`src/rtl/wl_pkg.sv`:
```
package wl_pkg;
    localparam int WORD_W = 16;
    localparam int BYTE_W = 8;

    typedef enum logic [2:0] {
        K_LDI,
        K_LDHL,
        K_STHL,
        K_PUSH,
        K_POP,
        K_ILL
    } kind_e;

    typedef struct packed {
        logic [WORD_W-1:0] pc;
        logic [WORD_W-1:0] wz;
        logic [WORD_W-1:0] bc;
        logic [WORD_W-1:0] de;
        logic [WORD_W-1:0] hl;
        logic [WORD_W-1:0] af;
        logic [WORD_W-1:0] sp;
        logic [BYTE_W-1:0] ir;
        logic [BYTE_W-1:0] lo;
        logic [BYTE_W-1:0] hi;
    } core_t;
endpackage

```
`src/rtl/wl_decode.sv`:
```
module wl_decode
    import wl_pkg::*;
(
    input  logic [BYTE_W-1:0] op,
    output kind_e             kind,
    output logic [1:0]        sel
);
    always_comb begin
        sel = op[5:4];
        if ((op & 8'hCF) == 8'h01)      kind = K_LDI;
        else if (op == 8'h2A)           kind = K_LDHL;
        else if (op == 8'h22)           kind = K_STHL;
        else if ((op & 8'hCF) == 8'hC5) kind = K_PUSH;
        else if ((op & 8'hCF) == 8'hC1) kind = K_POP;
        else                            kind = K_ILL;
    end
endmodule

```
`src/rtl/wl_tseq.sv`:
```
module wl_tseq
    import wl_pkg::*;
#(
    parameter int FETCH_T      = 4,
    parameter int FETCH_LONG_T = 5,
    parameter int MEM_T        = 3,
    localparam int TW          = $clog2(FETCH_LONG_T)
) (
    input  logic          clk,
    input  logic          rst_n,
    input  kind_e         kind,
    output logic [2:0]    mcyc,
    output logic [TW-1:0] tst,
    output logic          fin
);
    typedef struct packed {
        logic [2:0]    m;
        logic [TW-1:0] t;
    } seq_t;

    seq_t s_q, s_d;
    logic [TW-1:0] last_t;
    logic [2:0]    last_m;

    always_comb begin
        if (s_q.m == 3'd0)
            last_t = (kind == K_PUSH) ? TW'(FETCH_LONG_T - 1) : TW'(FETCH_T - 1);
        else
            last_t = TW'(MEM_T - 1);
        case (kind)
            K_LDHL, K_STHL: last_m = 3'd4;
            K_ILL:          last_m = 3'd0;
            default:        last_m = 3'd2;
        endcase
        fin = (s_q.t == last_t) && (s_q.m == last_m);
        s_d = s_q;
        if (s_q.t == last_t) begin
            s_d.t = '0;
            s_d.m = fin ? 3'd0 : s_q.m + 3'd1;
        end else begin
            s_d.t = s_q.t + 1'b1;
        end
    end

    always_ff @(posedge clk or negedge rst_n) begin
        if (!rst_n) s_q <= '0;
        else        s_q <= s_d;
    end

    assign mcyc = s_q.m;
    assign tst  = s_q.t;

    p_tstate_bound_r8: assert property (@(posedge clk) disable iff (!rst_n)
        int'(s_q.t) < FETCH_LONG_T);
    p_mcyc_bound_r8: assert property (@(posedge clk) disable iff (!rst_n)
        s_q.m <= 3'd4);
endmodule

```
`src/rtl/wl_exec.sv`:
```
module wl_exec
    import wl_pkg::*;
#(
    parameter logic [15:0] RESET_PC     = 16'h0000,
    parameter logic [15:0] RESET_SP     = 16'h0000,
    parameter int          FETCH_T      = 4,
    parameter int          FETCH_LONG_T = 5,
    parameter int          MEM_T        = 3
) (
    input  logic              clk,
    input  logic              rst_n,
    input  logic [BYTE_W-1:0] mem_rdata,
    output logic [WORD_W-1:0] mem_addr,
    output logic [BYTE_W-1:0] mem_wdata,
    output logic              mem_re,
    output logic              mem_we,
    output logic              done,
    output logic              illegal,
    output logic [WORD_W-1:0] bc,
    output logic [WORD_W-1:0] de,
    output logic [WORD_W-1:0] hl,
    output logic [WORD_W-1:0] af,
    output logic [WORD_W-1:0] sp
);
    localparam int TW = $clog2(FETCH_LONG_T);

    core_t         cur_q, nx_d;
    kind_e         kind;
    logic [1:0]    sel;
    logic [2:0]    mcyc;
    logic [TW-1:0] tst;
    logic          fin, acc, cap;
    logic [WORD_W-1:0] stk_src;

    wl_decode u_dec (.op(cur_q.ir), .kind(kind), .sel(sel));

    wl_tseq #(
        .FETCH_T(FETCH_T), .FETCH_LONG_T(FETCH_LONG_T), .MEM_T(MEM_T)
    ) u_seq (
        .clk(clk), .rst_n(rst_n), .kind(kind),
        .mcyc(mcyc), .tst(tst), .fin(fin)
    );

    always_comb begin
        case (sel)
            2'd0:    stk_src = cur_q.bc;
            2'd1:    stk_src = cur_q.de;
            2'd2:    stk_src = cur_q.hl;
            default: stk_src = cur_q.af;
        endcase
    end

    always_comb begin
        nx_d      = cur_q;
        mem_re    = 1'b0;
        mem_we    = 1'b0;
        mem_addr  = cur_q.pc;
        mem_wdata = '0;
        acc       = (tst == '0);
        cap       = (tst == TW'(1));
        if (mcyc == 3'd0) begin
            mem_re = acc;
            if (cap) begin
                nx_d.ir = mem_rdata;
                nx_d.pc = cur_q.pc + 16'd1;
            end
        end else begin
            case (kind)
                K_LDI: begin
                    mem_re = acc;
                    if (cap) begin
                        nx_d.pc = cur_q.pc + 16'd1;
                        if (mcyc == 3'd1) nx_d.lo = mem_rdata;
                        else              nx_d.hi = mem_rdata;
                    end
                end
                K_LDHL, K_STHL: begin
                    if (mcyc <= 3'd2) begin
                        mem_re = acc;
                        if (cap) begin
                            nx_d.pc = cur_q.pc + 16'd1;
                            if (mcyc == 3'd1) nx_d.wz[7:0]  = mem_rdata;
                            else              nx_d.wz[15:8] = mem_rdata;
                        end
                    end else begin
                        mem_addr  = (mcyc == 3'd3) ? cur_q.wz : cur_q.wz + 16'd1;
                        mem_wdata = (mcyc == 3'd3) ? cur_q.hl[7:0] : cur_q.hl[15:8];
                        if (kind == K_LDHL) begin
                            mem_re = acc;
                            if (cap) begin
                                if (mcyc == 3'd3) nx_d.lo = mem_rdata;
                                else              nx_d.hi = mem_rdata;
                            end
                        end else begin
                            mem_we = acc;
                        end
                    end
                end
                K_PUSH: begin
                    mem_we    = acc;
                    mem_addr  = cur_q.sp - ((mcyc == 3'd1) ? 16'd1 : 16'd2);
                    mem_wdata = (mcyc == 3'd1) ? stk_src[15:8] : stk_src[7:0];
                end
                K_POP: begin
                    mem_re   = acc;
                    mem_addr = (mcyc == 3'd1) ? cur_q.sp : cur_q.sp + 16'd1;
                    if (cap) begin
                        if (mcyc == 3'd1) nx_d.lo = mem_rdata;
                        else              nx_d.hi = mem_rdata;
                    end
                end
                default: ;
            endcase
        end
        if (fin) begin
            case (kind)
                K_LDI: begin
                    case (sel)
                        2'd0:    nx_d.bc = {nx_d.hi, cur_q.lo};
                        2'd1:    nx_d.de = {nx_d.hi, cur_q.lo};
                        2'd2:    nx_d.hl = {nx_d.hi, cur_q.lo};
                        default: nx_d.sp = {nx_d.hi, cur_q.lo};
                    endcase
                end
                K_LDHL: nx_d.hl = {cur_q.hi, cur_q.lo};
                K_PUSH: nx_d.sp = cur_q.sp - 16'd2;
                K_POP: begin
                    nx_d.sp = cur_q.sp + 16'd2;
                    case (sel)
                        2'd0:    nx_d.bc = {cur_q.hi, cur_q.lo};
                        2'd1:    nx_d.de = {cur_q.hi, cur_q.lo};
                        2'd2:    nx_d.hl = {cur_q.hi, cur_q.lo};
                        default: nx_d.af = {cur_q.hi, cur_q.lo};
                    endcase
                end
                default: ;
            endcase
        end
    end

    always_ff @(posedge clk or negedge rst_n) begin
        if (!rst_n) begin
            cur_q    <= '0;
            cur_q.pc <= RESET_PC;
            cur_q.sp <= RESET_SP;
        end else begin
            cur_q <= nx_d;
        end
    end

    assign done    = fin;
    assign illegal = fin && (kind == K_ILL);
    assign bc = cur_q.bc;
    assign de = cur_q.de;
    assign hl = cur_q.hl;
    assign af = cur_q.af;
    assign sp = cur_q.sp;

    p_one_strobe_r11: assert property (@(posedge clk) disable iff (!rst_n)
        !(mem_re && mem_we));
    p_access_first_t_r11: assert property (@(posedge clk) disable iff (!rst_n)
        (mem_re || mem_we) |-> (tst == '0));
    p_illegal_done_r9: assert property (@(posedge clk) disable iff (!rst_n)
        illegal |-> done);
    p_done_gap_r8: assert property (@(posedge clk) disable iff (!rst_n)
        done |=> !done);
    p_pairs_hold_r12: assert property (@(posedge clk) disable iff (!rst_n)
        !done |=> $stable({bc, de, hl, af, sp}));
    p_af_pop_only_r10: assert property (@(posedge clk) disable iff (!rst_n)
        (done && !(kind == K_POP && sel == 2'd3)) |=> $stable(af));
    p_push_sp_r5: assert property (@(posedge clk) disable iff (!rst_n)
        (done && kind == K_PUSH) |=> (sp == $past(sp) - 16'd2));
    p_pop_sp_r6: assert property (@(posedge clk) disable iff (!rst_n)
        (done && kind == K_POP) |=> (sp == $past(sp) + 16'd2));
endmodule

```
`config.mk`:
```
export PLATFORM = sky130hd
export DESIGN_NAME = wl_exec
export DESIGN_NICKNAME = d
export VERILOG_FILES = /design/src/rtl/wl_pkg.sv /design/src/rtl/wl_decode.sv /design/src/rtl/wl_tseq.sv /design/src/rtl/wl_exec.sv
export SDC_FILE = /design/constraint.sdc
export NUM_CORES = 1
export LEC_CHECK = 0
export ABC_CLOCK_PERIOD_IN_PS = 5150
export BUFFER_PORTS_ARGS = -buffer_cell sky130_fd_sc_hd__buf_2
export CORE_UTILIZATION = 45
export CTS_CLUSTER_SIZE = 20
export DETAILED_ROUTE_END_ITERATION = 8
export GPL_ROUTABILITY_DRIVEN = 0
export PLACE_DENSITY = 0.76
export REMOVE_ABC_BUFFERS = 1
export SYNTH_ARGS = -nofsm -noshare
export SYNTH_HDL_FRONTEND = slang
export SYNTH_SLANG_ARGS = --single-unit
```
`constraint.sdc`:
```
create_clock -name clk -period 5.15 [get_ports clk]
set_input_delay 1.545 -clock clk [delete_from_list [all_inputs] [get_ports clk]]
set_output_delay 1.545 -clock clk [all_outputs]
set_load 0.01 [all_outputs]
```
== Word-level counts from Yosys, hierarchy flattened ==
Index checks and enable logic that the tools add are counted.
Cells by class
  add/subtract/negate cells: 8
  $mul: 0
  div/mod/pow operators: 0
  $lt $le $gt $ge: 1
  eq/ne operators: 32
  shift-type cells: 0
  muxes and demuxes: 57
  bitwise operators: 3
  reductions and logical operators: 24
Operators with widths (number)
  $mux W16: 17
  $pmux W16 S3: 4
  $mux W8: 11
  $mux W32: 2
  $pmux W16 S2: 2
  $pmux W32 S2: 1
  $add A16 B1 Y16 const B: 3
  $mux W3: 8
  $add A16 B2 Y16 const B: 1
  $eq A8 B6 Y1 const B: 2
  $ne A2 B1 Y1 const B: 8
  $pmux W8 S2: 1
  $sub A16 B2 Y16: 1
  $sub A16 B2 Y16 const B: 1
  $eq A6 B6 Y1 const B: 2
  $reduce_and A4 Y1: 3
  $ne A2 B2 Y1 const B: 5
  $reduce_and A5 Y1: 2
  $eq A3 B1 Y1 const B: 3
  $eq A3 B2 Y1 const B: 3
  $logic_not A3 Y1: 3
  $reduce_and A3 Y1: 3
  $reduce_bool A3 Y1: 3
  $reduce_and A8 Y1: 1
  other kinds (19): 35
Storage, ports and cells
  flip-flop bits (word level): 142
  bits in latches: 0
  RAM bits: 0
  ROM bits: 0
  input bits: 10
  logic and storage cells: 138
  memories kept: 0

== Longest topological paths before layout ==
Gate-level depths: netlist of run 1.
  depth after elaboration: 13
  gate-level depth with buffers: 14
  depth with buffers taken out: 13

== Hierarchy ==
A second synthesis of run 1 with hierarchy kept.
Unflattened totals
  cells, all modules: 1006
  area, all modules: 9610.5 um2
Modules (own cells, without submodules)
  wl_exec: times used 1, cells each 943, area an instance 9047.4 um2
  wl_tseq: times used 1, cells each 49, area an instance 462.9 um2
  wl_decode: times used 1, cells each 14, area an instance 100.1 um2

== Least setup slack after synthesis of run 1 ==
OpenSTA, ideal clock, no wires.
  kind: reg2out
  from: register u_seq.s_q, in the netlist u_seq.mcyc[1]
  to: output mem_addr[7]
  arrival time: 3.068 ns
  required time: 3.605 ns
  setup slack: 0.537 ns
  cell stages (with the launch flop): 15
  cell sequence: dfrtp_1 > inv_1 > ha_1 > nand2_1 > inv_1 > buf_1 > ha_1 > inv_1 > a211oi_1 > nand3_1 > or4_1 > o21ai_0 > xnor2_1 > o22ai_1 > a22o_1
On the way
  longest elaborated chain between the ends: 5
  elaborated cells on any way between the ends: 11
  classes of those cells: 1 x add/sub; 1 x order compare; 2 x eq/ne; 6 x mux; 1 x reduce/logical
RTL lines
  start, declared: line wl_tseq.sv:21  | seq_t s_q, s_d;
  start signal, assigned: line wl_tseq.sv:46  | if (!rst_n) s_q <= '0;
  start signal, assigned: line wl_tseq.sv:47  | else s_q <= s_d;
  $eq A3 B1 Y1 or $eq A3 B2 Y1 (tied branches): line wl_exec.sv:101, wl_exec.sv:106, wl_exec.sv:86
  $mux W2 or $mux W16 (tied branches): line wl_exec.sv:101, wl_exec.sv:86
  $sub A16 B2 Y16 or $mux W16 (tied branches): line wl_exec.sv:101, wl_exec.sv:78
  $pmux W16 S3: line wl_exec.sv:68  | case (kind)
  $mux W16 *: line wl_exec.sv:61  | if (mcyc == 3'd0) begin
  end, declared: line wl_exec.sv:13  | output logic [WORD_W-1:0] mem_addr,
Every way passes the cells marked *; elsewhere a longest branch is shown, timed or not.

== Worst setup path in the final report of run 1 ==
Same ends and word-level chain as after synthesis.

==> impl_summary.md, run 1 <==
Run status
The run finished with clean final reports.

Finish
The layout has 1872 filler cells. The final standard cell utilization of the core is 0.501. 0 antenna diodes ended up in the layout. The area used by multi-input combinational logic is 0.00488 mm2. The area taken by flip-flops and latches is 0.00355 mm2. The layout overhead on the synthesized area is 9.21%. In the final layout, the share of cells above drive strength 1 is 0.290. The final net count is 988.

Timing
Between clock sinks in the finished design, the worst skew comes to 0.0101 ns. Setup total negative slack on the finished layout was measured at 0 ns. In the finished design, the share of the clock period the worst path needs comes to 0.944. The number of hold violations in the final report is 0. Derived from the worst setup path, the maximum achievable clock frequency is 206 MHz.

Setup violations remaining at the end of the flow were counted as 0. Setup repair after global routing left no endpoint under its margin. The worst path needs 4.86 ns of the cycle, external delays included. The number of max-slew violations in the final report came to 0. The remaining max-slew budget at the tightest pin is 0.323. For the pin with the worst max-slew slack, the measured transition is 1.02 ns.

GRT
The number of antenna violations at the first check in global routing was 1. The total overflow left after global routing is 0. The first global-routing pass estimated 38.6 mm of wire. Entering global routing, the biggest net connects 106 pins.

The via count of the first global-routing pass is 7009. In the global route stage, overall resource usage came out at 0.236.

Floorplanning
For this configuration, the core starts out at a cell density of 0.459. The area enclosed by the die boundary is 0.0211 mm2. For this design the top-level I/O count stands at 118. The core region is 0.0202 mm2. The row count is 52.

The die span in y is 145 um. The floorplan die width is 145 um.

Logic synthesis
Of the post-synthesis cell area, the dominant cell type holds 0.384. The distinct cell type count of the synthesized netlist is 65. The proportion of synthesized chip area in sequential cells is 0.384. The post-synthesis instance area is 0.00925 mm2.

Among all flip-flop cells after synthesis, the most frequent one is dfrtp_1. In the synthesized netlist, the cells that appear most often are dfrtp_1, nand2_1, buf_4, mux2_2, o21ai_0. The post-synthesis async set-or-reset flop share is 1.00. The post-synthesis cell type with the largest combined area is dfrtp_1. The Yosys warning count is 0. Each instance of the synthesized netlist takes up on average 10.1 um2. Sorting the synthesized cells by area gives the leading types as dfrtp_1, mux2_2, buf_4, ha_1, mux4_2.

Synthesis handed over a netlist of 916 instances. By instance count, the leading cell after synthesis is dfrtp_1. The synthesized design contains 142 register bits. In this run, synthesis inferred 0 flip-flops with an integrated enable.

Critical path
The maximum fanout encountered on the critical timing path is 9. The critical path capture point type is an output port. The signal on the critical path passes through inv_1 -> ha_1 -> nand2_2 -> inv_1 -> ha_1 -> inv_1 -> a211oi_2 -> nand3_2 -> or4_1 -> o21ai_0 -> xnor2_1 -> o22ai_1 -> a22o_1 -> buf_2. At the worst endpoint, the arrival time is 3.32 ns. Setup slack on the worst reg-to-reg path comes out at 0.80 ns.

The critical path is of the reg2out type. STA classifies the critical path startpoint as a flop. On the critical path, the stage with the largest delay is an instance of dfrtp_1. Counting stages on the worst path, the most repeated cell is inv_1. The largest stage delay on the critical path is 0.42 ns. The worst path required time is 3.61 ns. On the critical path the largest part of the delay comes from simple AND/OR/NAND/NOR gates. The number of buffers and inverters on the critical path is 4.

Worst hold path
The worst hold path belongs to the class reg2reg.

Routing
For this block, the initial DRC count from the detailed router was 617. The via count is 7236. After detailed routing, the average wire length per cell comes to 19.9 um. The number of remaining DRC errors is 0. The routed design has 24.5 mm of wire.

Using the TritonRoute via totals, the vias-per-cell ratio works out to 5.90. The detail route stage leaves a number of antenna-violating nets equal to 0. The first-pass detailed-route iteration total is 5.

Clocking
The TritonCTS clock tree is done. Clock latency on the worst-skew pair, taken at its later pin, is 0.43 ns. The longest clock path from root to sink contains 2 buffers. The total CTS buffers is 17. The H-tree was split into 4 levels.

The tree is rooted in a clkbuf_16. The clock input transition at the sequential cells of the worst setup and hold paths is 0.06 ns. The clock sink count is 142. The number of setup buffers added after CTS is 0.

Run
The count of maximum capacitance violations is 0.

Power
Power spread over the standard cell area amounts to 578 mW/mm2. The part of the power in the clock network is 0.212. The sequential cell fraction of total power is 0.337. The share of total power dissipated in combinational logic is 0.450. The maximum ir drop on the vdd rail is 326 uV.

The internal power is 3.41 mW. For this design the static power due to leakage is 4.60 nW. In this run the power spent charging and discharging nets is 2.42 mW.

Of the total power, the share spent switching nets is 0.415.

Place
The number of input and output port buffers inserted is 117. The placed wire-length estimate after detailed placement is 16.9 mm.
[registers in the layout, indices dropped and copies added, names as in the netlist]
name / count
cur_q: 56
af: 16
bc: 16
de: 16
hl: 16
sp: 16
u_seq.mcyc: 3
u_seq.tst: 3
[power by group through the flow]
stage               Clock [mW]  Combinational [mW]  Sequential (mW)
finish                    1.24                2.63             1.97
global route              1.30                2.87             2.03
CTS                       1.24                2.61             1.96
detailed placement           0                2.58             1.96
global placement             0                2.52             1.95
floorplan                    0                1.65             1.99
[layout make-up]
type | count | share of cell area
Clock inverter | 10 | 0.0141
Timing Repair Buffer | 131 | 0.0690
Tap cell | 270 | 0.0334
Multi-Input combinational cell | 639 | 0.483
Clock buffer | 19 | 0.0429
Sequential cell | 142 | 0.352
Inverter | 16 | 0.00595
[per-stage QoR]
step	setup slack [ns]	power, mW	cell area [um2]	cells	hold WS [ns]
after CTS	0.111	5.81	10100	1227	0.472
after detailed placement	0.564	4.55	9510	1198	0.460
after global routing	0.0213	6.19	10100	1227	0.502
after floorplan	0.319	3.64	8470	797	0.442
final	0.286	5.84	10100	1227	0.469
after global placement	0.659	4.47	9510	1198	0.455
[repair_timing]
| item | CTS | global route |
|---|---|---|
| endpoints found under the setup margin | 0 | 3 |
| resized for setup | 0 | 4 |
| hold buffers | 0 | 0 |
| endpoints found under the hold margin | 0 | 0 |
[metal layers]
layer  share of wire  global-route usage
met1            0.42               0.320
met2            0.48               0.381
met4           0.018              0.0753
met5               0                   0
met3           0.080              0.0464
[layout by cell type (no fill, tap or decap), types with 5 or more instances in the layout]
cell type    n
nand4_1     10
o21a_1       6
a22o_1      17
xor2_1      28
mux2_4       8
dfrtp_1    142
mux4_2      16
nor3_1      18
and3_1      10
nand3_1     24
mux2i_1     29
nand2_1     91
clkbuf_16   17
ha_1        29
nand2b_1     7
buf_2      116
xnor2_1     16
buf_4       14
nor2b_1     10
a31oi_1      6
mux2_2      80
inv_1       14
o21ai_0     63
a21o_1       5
a21oi_1     35
nor2_1      40
o22ai_1     26
[cells by family (layout without fill, tap and decap cells)]
| kind of cell | after synthesis | in the layout | share of synthesized area |
|---|---|---|---|
| compound gates | 190 | 190 | 0.132 |
| xor+xnor | 44 | 44 | 0.0417 |
| fa+ha+maj | 31 | 31 | 0.0436 |
| buf+inv | 135 | 176 | 0.0905 |
| flops | 142 | 142 | 0.384 |
| mux | 133 | 133 | 0.181 |
| simple gates | 241 | 241 | 0.128 |
[final timing paths]
kind                                from     endpoint  depth (start not counted)
max in group asynchronous          rst_n        af[8]                          2
min reg2reg                   cur_q[135]   cur_q[135]                          1
min in group asynchronous          rst_n   cur_q[123]                          1
max reg2reg                    cur_q[19]       sp[15]                         13
min                           cur_q[135]   cur_q[135]                          1
max                        u_seq.mcyc[1]  mem_addr[7]                         14
Note: power is estimated with default switching activity, not from simulation.
==> run 2, diff against run 1 <==
--- a/config.mk
+++ b/config.mk
@@ -14,4 +14,5 @@
 export PLACE_DENSITY = 0.76
 export REMOVE_ABC_BUFFERS = 1
+export SETUP_SLACK_MARGIN = 0.3
 export SYNTH_ARGS = -nofsm -noshare
 export SYNTH_HDL_FRONTEND = slang
==> constraint.sdc (replaced) <==
create_clock -name clk -period 5.15 [get_ports clk]
set_input_delay 1.545 -clock clk [delete_from_list [all_inputs] [get_ports clk]]
set_output_delay 1.545 -clock clk [all_outputs]
set_load 0.1 [all_outputs]
==> run 2 against run 1 <==
Maximum frequency increased by 2.1%. First-iteration DRC count decreased by 22%. Register-to-register slack about the same. Sequential cell count unchanged. Non-clock buffer count increased by 4. Setup slack improved by 0.10 ns. Global-route usage decreased by 0.18 points. Final cell count increased by 0.33%. Via count decreased by 0.40%. Critical endpoint is now mem_addr[14]. Design area increased by 2.1%.
==> impl_summary.md, run 2 (synthesis results as in run 1) <==
Clocking
Clock latency on the worst-skew pair, taken at its later pin, is 0.43 ns. For this design, the sink count on the clock tree is 142. The maximum number of buffers from clock root to sink is 2. The TritonCTS clock tree is done. The maximum level of the CTS H-tree is 4.

In this run the clock root is driven by a clkbuf_16. The number of hold buffers added after CTS is 0. The number of clock buffers added by TritonCTS is 17. The clock input transition at the sequential cells of the worst setup and hold paths is 0.06 ns.

Finish
The layout overhead on the synthesized area is 11.6%. 0 antenna diodes ended up in the layout. The final standard cell area without fillers is 0.0103 mm2. The count of cells in the finished layout, fillers not included, comes to 1231.

The library cell used most frequently in the layout, excluding fill and tap cells, is dfrtp_1. The net count of the finished layout is 992. cur_q holds more flip-flops than any other register. In the layout the commonest cells are dfrtp_1, buf_2, nand2_1. Of the cells placed in the final design, the portion with a size suffix greater than 1 is 0.308. The register with the most flip-flops in the layout has 56 of them.

Timing
The number of max-slew violations in the final report is 0. The final period demand of the worst path is 4.76 ns. The number of hold violations in the final report is 0.

Setup violations remaining at the end of the flow were counted as 0. The share of the clock period used by the worst path is 0.924. For the pin with the worst max-slew slack, the measured transition is 1.06 ns. Setup slack on the critical path of the routed design comes to 0.389 ns. The highest achievable clock rate is 210 MHz.

Across the routed clock network, the largest skew measured is 0.0102 ns. Setup repair after global routing could not meet its margin everywhere. The post-route setup TNS is 0 ns.

The remaining max-slew budget at the tightest pin is 0.293.

Critical path
Along the worst path, the maximum fanout reaches 7. The beginning of the worst register-to-register path is cur_q[19]. Grouping stages by cell kind, the critical path spends the most delay in simple AND/OR/NAND/NOR gates. For the worst setup path, the data required time is 3.61 ns.

The critical path class is reg2out. The startpoint class of the critical path is a flop. The worst-path cell with the longest stage delay is or4_1. Together, buffers and inverters on the worst path number 1. The critical path starts at sp[7].

At the worst endpoint, the arrival time is 3.22 ns. The critical path capture point type is an output port. On the worst path, the slowest cell contributes a delay of 0.59 ns. Walking the worst path, the cells encountered are or4_1 -> or3_4 -> nor3_4 -> nor4b_4 -> a22oi_1 -> xor2_1 -> o22ai_2 -> a22o_1 -> buf_8.

Routing
In the final routed layout, each cell accounts on average for 20.0 um. The count of routing violations after the opening detailed-route iteration is 481. The via count is 7207. Using the TritonRoute via totals, the vias-per-cell ratio works out to 5.85. The first-pass detailed-route iteration total is 5. In the routed design, unresolved DRC markers number 0.

In this run the remaining antenna-violating nets after routing total 0. The wire length after detailed routing is 24.6 mm.

Place
The number of input and output port buffers inserted is 117. The cell area after placement is 0.00954 mm2. Before CTS, the worst setup slack after placement is 0.459 ns.

Once detailed placement completed, the half-perimeter wirelength came to 17.0 mm. The number of cells after detailed placement is 1199.

GRT
The overall overflow remaining after global route is 0. The largest net degree at the start of global routing is 98. The via count of the first global-routing pass is 6928. The number of antenna violations at the first check in global routing is 0. The first global-routing pass estimated 38.5 mm of wire. The global routing usage summed across all routing layers is 0.234.

Worst hold path
The class of the most critical hold timing path is reg2reg. The critical hold path startpoint is cur_q[135].

Run
The tool flagged a number of max-cap violations equal to 0.

Floorplanning
The area enclosed by the die boundary is 0.0211 mm2. From bottom edge to top edge, the die measures 145 um. The initial utilization of the core area, before any placement, comes to 0.459. In this run the horizontal extent of the chip is 145 um. Pin placement for this block handled 118 I/O pins. The core region is 0.0202 mm2. The row count is 52.

Run status
The flow ran to the end, and the final reports show no timing, DRC or antenna violations.
==> run 2: final timing paths <==
path                       depth (start not counted)  slack (ns)           end
max reg2reg                                       13        0.79        sp[15]
min                                                1        0.48    cur_q[135]
min reg2reg                                        1        0.48    cur_q[135]
max in group asynchronous                          2        3.14         de[3]
max                                                9        0.39  mem_addr[14]
min in group asynchronous                          1        1.21    cur_q[120]
==> run 2: routing by layer <==
metal	wire [um]	global-route usage	up-vias
li1	-	-	3313
met1	10600	0.319	3556
met2	11600	0.369	295
met3	1860	0.0574	43
met4	525	0.0726	0
met5	0	0	-
==> run 2: timing repair <==
item                                    CTS  global route
endpoints found under the setup margin   10            24
pin swaps                                 0             5
setup buffers                             0             3
gates resized for setup                  12            32
==> run 2: area by class of cell <==
| type | instances | area [um2] |
|---|---|---|
| Inverter | 16 | 63.8 |
| Fill cell | 1787 | 9850 |
| Timing Repair Buffer | 135 | 828 |
| Tap cell | 270 | 338 |
| Multi-Input combinational cell | 639 | 4940 |
| Clock inverter | 9 | 138 |
| Sequential cell | 142 | 3560 |
| Clock buffer | 20 | 457 |
==> run 2: per-stage QoR <==
step            util  hold WS, ns
4_1_cts        0.505        0.473
2_1_floorplan      -        0.442
3_5_place_dp   0.473        0.463
5_1_grt        0.512        0.483
3_3_place_gp   0.473        0.462
6_report       0.512        0.475
Power of run 2 is not shown: default switching activity piles up to over one toggle a cycle in this logic, so the estimate is an artifact.
